==> config.mk <==
export PLATFORM = sky130hd
export DESIGN_NAME = spi_sclk_gen
export DESIGN_NICKNAME = d
export VERILOG_FILES = /design/src/rtl/sclk_pkg.sv /design/src/rtl/sclk_ratio_calc.sv /design/src/rtl/sclk_half_timer.sv /design/src/rtl/spi_sclk_gen.sv
export SDC_FILE = /design/constraint.sdc
export NUM_CORES = 1
export LEC_CHECK = 0
export ABC_AREA = 1
export CORE_MARGIN = 3
export CORE_UTILIZATION = 35
export DETAILED_ROUTE_END_ITERATION = 7
export PLACE_DENSITY_LB_ADDON = 0.05
export SLEW_MARGIN = 10
export SYNTH_ARGS = -nofsm -noshare
export SYNTH_HDL_FRONTEND = slang
export SYNTH_SLANG_ARGS = --single-unit
==> constraint.sdc <==
create_clock -name clk -period 3.01 [get_ports clk]
set_clock_uncertainty 0.05 [all_clocks]
set_input_delay 0.7525 -clock clk [delete_from_list [all_inputs] [get_ports clk]]
set_output_delay 0.7525 -clock clk [all_outputs]
set_load 0.01 [all_outputs]
==> src/rtl/sclk_pkg.sv <==
package sclk_pkg;
  localparam int unsigned COUNT_W_DEF = 8;
  localparam int unsigned EXPO_W_DEF  = 4;

  typedef enum logic {
    LAW_POW2   = 1'b0,
    LAW_LINEAR = 1'b1
  } div_law_e;
endpackage

==> src/rtl/sclk_ratio_calc.sv <==
module sclk_ratio_calc
  import sclk_pkg::*;
#(
  parameter int unsigned COUNT_W = COUNT_W_DEF,
  parameter int unsigned EXPO_W  = EXPO_W_DEF,
  parameter int unsigned HALF_W  = 16,
  localparam int unsigned CTRL_W = COUNT_W + EXPO_W + 1
) (
  input  logic [CTRL_W-1:0] div_ctrl,
  output logic [HALF_W-1:0] half_len
);
  logic [COUNT_W-1:0] count_f;
  logic [EXPO_W-1:0]  expo_f;
  div_law_e           law;
  logic [HALF_W-1:0]  lin_half;
  logic [HALF_W-1:0]  pow_half;

  assign count_f = div_ctrl[COUNT_W-1:0];
  assign expo_f  = div_ctrl[COUNT_W+EXPO_W-1:COUNT_W];
  assign law     = div_law_e'(div_ctrl[CTRL_W-1]);

  // Half period lengths in module cycles.
  always_comb begin
    lin_half = HALF_W'(count_f) + HALF_W'(1);
    if (expo_f == '0) begin
      pow_half = HALF_W'(1);
    end else begin
      pow_half = HALF_W'(1) << (expo_f - EXPO_W'(1));
    end
    half_len = (law == LAW_LINEAR) ? lin_half : pow_half;
  end
endmodule

==> src/rtl/sclk_half_timer.sv <==
module sclk_half_timer #(
  parameter int unsigned HALF_W = 16
) (
  input  logic              clk,
  input  logic              rst_n,
  input  logic              run,
  input  logic [HALF_W-1:0] half_len,
  output logic              tick
);
  logic              active_q, active_n;
  logic [HALF_W-1:0] cnt_q, cnt_n;
  logic [HALF_W-1:0] half_q;
  logic              half_en;

  always_comb begin
    tick     = active_q && run && (cnt_q == half_q - HALF_W'(1));
    half_en  = run && !active_q;
    active_n = active_q;
    cnt_n    = cnt_q;
    if (!run) begin
      active_n = 1'b0;
      cnt_n    = '0;
    end else if (!active_q) begin
      active_n = 1'b1;
      cnt_n    = '0;
    end else if (tick) begin
      cnt_n = '0;
    end else begin
      cnt_n = cnt_q + HALF_W'(1);
    end
  end

  always_ff @(posedge clk or negedge rst_n) begin
    if (!rst_n) begin
      active_q <= 1'b0;
      cnt_q    <= '0;
    end else begin
      active_q <= active_n;
      cnt_q    <= cnt_n;
    end
  end

  // Divide setting captured only at transfer start.
  always_ff @(posedge clk or negedge rst_n) begin
    if (!rst_n) begin
      half_q <= HALF_W'(1);
    end else if (half_en) begin
      half_q <= half_len;
    end
  end

  p_settings_hold_r6: assert property (@(posedge clk) disable iff (!rst_n)
    (active_q && run) |=> $stable(half_q));
  p_count_bound_r1: assert property (@(posedge clk) disable iff (!rst_n)
    active_q |-> (cnt_q < half_q));
  p_half_nonzero_r3: assert property (@(posedge clk) disable iff (!rst_n)
    half_en |-> (half_len != '0));
  p_restart_r7: assert property (@(posedge clk) disable iff (!rst_n)
    !run |=> (!active_q && cnt_q == '0));
endmodule

==> src/rtl/spi_sclk_gen.sv <==
module spi_sclk_gen
  import sclk_pkg::*;
#(
  parameter int unsigned COUNT_W = COUNT_W_DEF,
  parameter int unsigned EXPO_W  = EXPO_W_DEF,
  localparam int unsigned CTRL_W = COUNT_W + EXPO_W + 1,
  localparam int unsigned HALF_W = (COUNT_W + 1 > (1 << EXPO_W)) ? COUNT_W + 1 : (1 << EXPO_W)
) (
  input  logic              clk,
  input  logic              rst_n,
  input  logic              run,
  input  logic              cpol,
  input  logic [CTRL_W-1:0] div_ctrl,
  output logic              sclk,
  output logic              lead_stb,
  output logic              trail_stb
);
  logic [HALF_W-1:0] half_len;
  logic              tick;
  logic              phase_q, phase_n;
  logic              lead_q, lead_n;
  logic              trail_q, trail_n;

  sclk_ratio_calc #(
    .COUNT_W (COUNT_W),
    .EXPO_W  (EXPO_W),
    .HALF_W  (HALF_W)
  ) u_calc (
    .div_ctrl (div_ctrl),
    .half_len (half_len)
  );

  sclk_half_timer #(
    .HALF_W (HALF_W)
  ) u_timer (
    .clk      (clk),
    .rst_n    (rst_n),
    .run      (run),
    .half_len (half_len),
    .tick     (tick)
  );

  always_comb begin
    phase_n = phase_q;
    lead_n  = 1'b0;
    trail_n = 1'b0;
    if (!run) begin
      phase_n = 1'b0;
    end else if (tick) begin
      phase_n = !phase_q;
      lead_n  = !phase_q;
      trail_n = phase_q;
    end
  end

  always_ff @(posedge clk or negedge rst_n) begin
    if (!rst_n) begin
      phase_q <= 1'b0;
      lead_q  <= 1'b0;
      trail_q <= 1'b0;
    end else begin
      phase_q <= phase_n;
      lead_q  <= lead_n;
      trail_q <= trail_n;
    end
  end

  assign sclk      = cpol ^ phase_q;
  assign lead_stb  = lead_q;
  assign trail_stb = trail_q;

  p_idle_level_r4: assert property (@(posedge clk) disable iff (!rst_n)
    !run |=> (!phase_q && !lead_q && !trail_q));
  p_strobe_excl_r5: assert property (@(posedge clk) disable iff (!rst_n)
    !(lead_q && trail_q));
  p_lead_level_r5: assert property (@(posedge clk) disable iff (!rst_n)
    lead_q |-> (sclk != cpol));
  p_trail_level_r5: assert property (@(posedge clk) disable iff (!rst_n)
    trail_q |-> (sclk == cpol));
endmodule

### After elaboration in Yosys (flattened, before gate mapping)

Index checks and enable logic that the tools add are counted.

| storage, ports and cells | value |
|---|---|
| bits in registers | 36 |
| latch bits | 0 |
| memory bits (writable) | 0 |
| memory bits (read-only) | 0 |
| input port bits | 17 |
| output and inout port bits | 3 |
| logic and storage cells | 32 |
| memories | 0 |

| operators by class | value |
|---|---|
| $add $sub $neg | 4 |
| $mul | 0 |
| divide/modulo/power cells | 0 |
| order comparisons | 0 |
| equal/unequal tests | 2 |
| shift operators | 1 |
| mux-type cells | 12 |
| bitwise operators | 1 |
| reductions and logical operators | 6 |

Operators with widths:

| cell | number |
|---|---|
| two-way mux 16 bit | 5 |
| adder 16 x 1 -> 16 bit, second input constant | 1 |
| equality test 16 bit | 1 |
| left shift 1 x 4 -> 16 bit, first input constant | 1 |
| subtractor 16 x 1 -> 16 bit, second input constant | 1 |
| adder 8 x 1 -> 9 bit, second input constant | 1 |
| two-way mux 1 bit | 7 |
| logical NOT 4 bit | 1 |
| subtractor 4 x 1 -> 4 bit, second input constant | 1 |
| logical AND 1 bit | 3 |
| logical NOT 1 bit | 2 |
| != test 2 x 1 -> 1 bit, second input constant | 1 |
| bitwise XOR 1 bit | 1 |

### Logic depth before layout (Yosys ltp)

Gate-level depths: netlist of run 1.

| depth | value |
|---|---|
| word-level depth | 6 |
| depth in mapped cells | 14 |
| gate-level depth less buffers | 14 |

### By module

A second synthesis of run 1 with hierarchy kept.

| unflattened totals | value |
|---|---|
| cells, all modules | 365 |
| area, all modules | 2,566.2 um2 |

By module, submodules not included:

| module | times used | cells each | area an instance (um2) | seq. area each (um2) |
|---|---|---|---|---|
| sclk_half_timer | 1 | 267 | 2,023.2 | 827.0 |
| sclk_ratio_calc | 1 | 83 | 412.9 | 0.0 |
| spi_sclk_gen | 1 | 15 | 130.1 | 75.1 |

### Least setup slack after synthesis of run 1

Ideal clock, no wire load.

| path | value |
|---|---|
| path type | register -> register |
| start | register u_timer.half_q[0] |
| end | register u_timer.cnt_q[9] |
| library setup time | 0.120 ns |
| arrival time | 1.769 ns |
| required time | 2.840 ns |
| path slack | 1.071 ns |
| stages on the path, launching flop included | 14 |
| clock period less this slack | 1.939 ns |
| cell sequence | dfstp_2 inv_2 ha_1 nand2_1 nor2_2 nand2_1 nand2_1 nand2_1 nand3_1 nor3_1 nand3_2 nand2_4 buf_6 nor2_1 |

| between the ends | value |
|---|---|
| cells in the longest elaborated chain, start to end | 6 |

Ends and longest elaborated chain:

| what | line | text |
|---|---|---|
| from (decl) | sclk_half_timer.sv:12 | `logic [HALF_W-1:0] half_q;` |
| from (signal assigned) | sclk_half_timer.sv:48 | `half_q <= half_len;` |
| subtractor 16 x 1 -> 16 bit | sclk_half_timer.sv:16 | `tick = active_q && run && (cnt_q == half_q - HALF_W'(1));` |
| equality test 16 bit | sclk_half_timer.sv:16 |  |
| logical AND 1 bit | sclk_half_timer.sv:16 |  |
| two-way mux 16 bit | sclk_half_timer.sv:26 | `end else if (tick) begin` |
| two-way mux 16 bit | sclk_half_timer.sv:23 | `end else if (!active_q) begin` |
| two-way mux 16 bit | sclk_half_timer.sv:20 | `if (!run) begin` |
| named net u_timer.cnt_n[9] | sclk_half_timer.sv:11 | `logic [HALF_W-1:0] cnt_q, cnt_n;` |
| to (signal assigned) | sclk_half_timer.sv:39 | `cnt_q <= cnt_n;` |
| to (decl) | sclk_half_timer.sv:11 |  |

The timed path passes the listed nets, and every way through them passes these cells.
A chain may end at the register's enable or synchronous reset.

### Worst setup path in the final report of run 1

| path | value |
|---|---|
| start | input cpol |
| end | output sclk |

| between the ends | value |
|---|---|
| cells in the longest elaborated chain, start to end | 1 |

Ends and longest elaborated chain:

| what | line | text |
|---|---|---|
| from (decl) | spi_sclk_gen.sv:12 | `input logic cpol,` |
| bitwise XOR 1 bit | spi_sclk_gen.sv:68 | `assign sclk = cpol ^ phase_q;` |
| to (decl) | spi_sclk_gen.sv:14 | `output logic sclk,` |

No other way between the ends.

==> summary.md, run 1 <==
| Metric | Value |
|---|---|
| Slew @ Worst Pin | 817.9 ps |
| DRT Pass-1 Iters | 4 |
| Setup ws final | 307.1 ps |
| Reg clk slew, reported paths | 70 ps |
| Setup Crit Path Kind | in -> out |
| CP max FO | 1 |
| Syn Nets | 388 |
| Dpl cells | 479 |
| Total wire length | 6041 um |
| Total of max-cap violations | 0 |
| Largest net degree at the start of global routing | 37 |
| Setup Viol. Count Final | 0 |
| Fin area | 0.002897 sq mm |
| Most frequent cells in the layout | 85 x nand2_1, 61 x nor2_1, 46 x inv_1, 35 x dfrtp_1, 32 x nand3_1 |
| Sink Count | 36 |
| Post-DRT Antenna Nets | 0 |
| I/O pins | 20 |
| Internal Power | 0.7535 mW |
| Syn_area_per_cell | 6.885 sq um |
| Final min period | 2703 ps |
| H-tree levels | 2 |
| Power Density | 376.8 mW/mm^2 |
| CP peak stage delay | 550 ps |
| Die Footprint | 0.008296 sq mm |
| CTS Buf Count | 5 |
| Core area | 0.006907 sq mm |
| Hold Vio Cnt, Final | 0 |
| LEAKAGE | 1.375 nW |
| First-pass GRT wire length | 10280 um |
| CTS tree | done |
| Worst Hold Slack | 474.0 ps |
| DR WL/cell | 12.43 um |
| Cells along the critical path | clkdlybuf4s50_1 -> xor2_1 -> clkdlybuf4s50_1 |
| Worst hold path type | reg -> reg |
| Power share of the combinational group | 21.4% |
| Post-route setup TNS | 0 ps |
| Vias per Instance | 4.743 |
| Final max-slew violation count | 0 |
| DP Worst Slack | 298.8 ps |
| Row Count | 30 |
| Die W | 91.08 um |
| Clock tree buffer depth | 2 |
| Yosys reg bits | 36 |
| Non-Filler Instances | 486 |
| Vias in the first global route | 2138 |
| Sw power | 0.3380 mW |
| Yosys top cell by area | dfrtp_1 |
| RSZ-0062 raised after global routing | no |
| Syn Std Cell Area | 0.002534 sq mm |
| Layout cells sized above 1 | 5.897% |
| Skew-Pair Late Insertion Delay | 280 ps |
| Gpl congestion | 0.8294 |
| Worst path arrival time | 1900 ps |
| Detailed Route Iter0 Violations | 67 |
| CTS hold repair buffers | 0 |
| Post-CTS setup buffer count | 0 |
| Final Power | 1.092 mW |
| Worst Setup End Kind | output pin |
| F_max | 370.0 MHz |
| IR drop worst, VDD | 108.7 uV |
| Most frequent CP cell | clkdlybuf4s50_1 |
| DRC | 0 |
| Clock power frac | 29.6% |
| Critical Path RT | 2210 ps |
| Cts repair resizes | 0 |
| Layout overhead on the synthesized area | 14.32% |
| Max_slew headroom | 45.47% |
| DP HPWL | 4812 um |
| Clock root buffer | clkbuf_8 |
| Via Count | 2305 |
| Final nets | 410 |
| Synth area leaders | dfrtp_1 35%, nand2_1 13%, nor2_1 9.0%, inv_1 6.8%, xor2_1 6.6% |
| Instance area at placement | 0.002819 sq mm |
| Status | finished, final reports clean |
| IO buf count | 19 |
| Period utilization | 89.80% |
| Initial Util | 36.68% |
| Global-route usage over all layers | 15.48% |
| Post-synth top area share | 34.57% |
| Finished Core Util | 41.94% |
| Post-Synthesis Cells | 368 |
| Sw frac | 30.97% |
| GRT overflow | 0 |
| Antenna diodes | 0 |
| Synth Warn # | 0 |
| Post-synthesis cell type count | 34 |
| Initial antenna violation count | 0 |
| Most common cell after layout, fill and taps aside | nand2_1 |
| Sequential share of power | 49.0% |
| Crit start category | input port |
| Die Ht | 91.08 um |
| Seq/Total Area, Yosys | 35.60% |
| Critical path's slowest cell | clkdlybuf4s50_1 |
## state kept, by name, summed over array words and instances (netlist names)
| signal | cells |
|---|---|
| lead_stb | 1 |
| phase_q | 1 |
| u_timer.cnt_q | 16 |
| u_timer.active_q | 1 |
| trail_stb | 1 |
| u_timer.half_q | 16 |
## routing by layer
| layer | wire [um] | GRT usage, % | vias to the layer above |
|---|---|---|---|
| met3 | 198 | 3.314 | 7 |
| met5 | 0 | 0 | - |
| li1 | - | - | 1223 |
| met2 | 2831 | 25.26 | 38 |
| met4 | 74 | 4.271 | 0 |
| met1 | 2936 | 20.66 | 1037 |
## area by class of cell
class / instances / area [sq um]
inverter: 48 / 180.2
fill: 768 / 4010
clock buffer: 6 / 72.57
tap: 96 / 120.1
sequential: 36 / 902.1
multi-input combinational: 279 / 1424
timing repair buffer: 20 / 192.7
clock inverter: 1 / 5.005
## power groups by stage
stage | Sequential (mW) | Clock (mW) | Combinational [mW]
3_5_place_dp | 0.543 | 0 | 0.235
6_report | 0.534 | 0.324 | 0.234
2_1_floorplan | 0.536 | 0 | 0.164
3_3_place_gp | 0.543 | 0 | 0.234
5_1_grt | 0.538 | 0.361 | 0.272
4_1_cts | 0.534 | 0.335 | 0.237
## worst max-delay path: cells and delay by family
kind                   cells  cell delay, ps
buffers and inverters      2            1020
XOR/XNOR                   1             130
## cells by family after synthesis
| family | synth area share, % |
|---|---|
| simple gates | 37.04 |
| buf+inv | 8.197 |
| compound gates | 8.346 |
| flops | 35.61 |
| xor+xnor | 9.333 |
| fa+ha+maj | 1.482 |
## Yosys cell counts
master	count
a211oi_1	1
a21oi_1	9
a22oi_1	2
a31oi_1	5
buf_2	1
buf_6	1
clkbuf_1	3
clkinv_1	1
dfrtp_1	35
dfstp_2	1
ha_1	3
inv_1	46
inv_2	1
nand2_1	85
nand2_2	1
nand2_4	1
nand3_1	32
nand3_2	1
nand3b_1	5
nand4_1	5
nor2_1	61
nor2_2	5
nor2_4	2
nor3_1	8
nor3_2	2
nor3b_1	1
nor4_1	1
o21ai_0	17
o21bai_1	1
o22ai_1	2
o31ai_1	1
or2_2	1
xnor2_1	8
xor2_1	19
## final timing paths
path                       cells after the start                 to         startpoint  slack, ps
hold / removal                                 1   u_timer.cnt_q[0]   u_timer.cnt_q[0]        470
setup / recovery                               3               sclk               cpol        310
max in group asynchronous                      1  u_timer.half_q[5]              rst_n       1880
setup reg to reg                              12   u_timer.cnt_q[3]  u_timer.half_q[0]        780
hold reg to reg                                1   u_timer.cnt_q[0]   u_timer.cnt_q[0]        470
min in group asynchronous                      1   u_timer.cnt_q[2]              rst_n        510
(Power assumes the default switching activity.)
==> inputs of run 2 (changes only) <==
- ABC_CLOCK_PERIOD_IN_PS: unset -> 3010
==> results of run 2 <==
No change in the layout: final DEF, timing and power equal those of run 1.
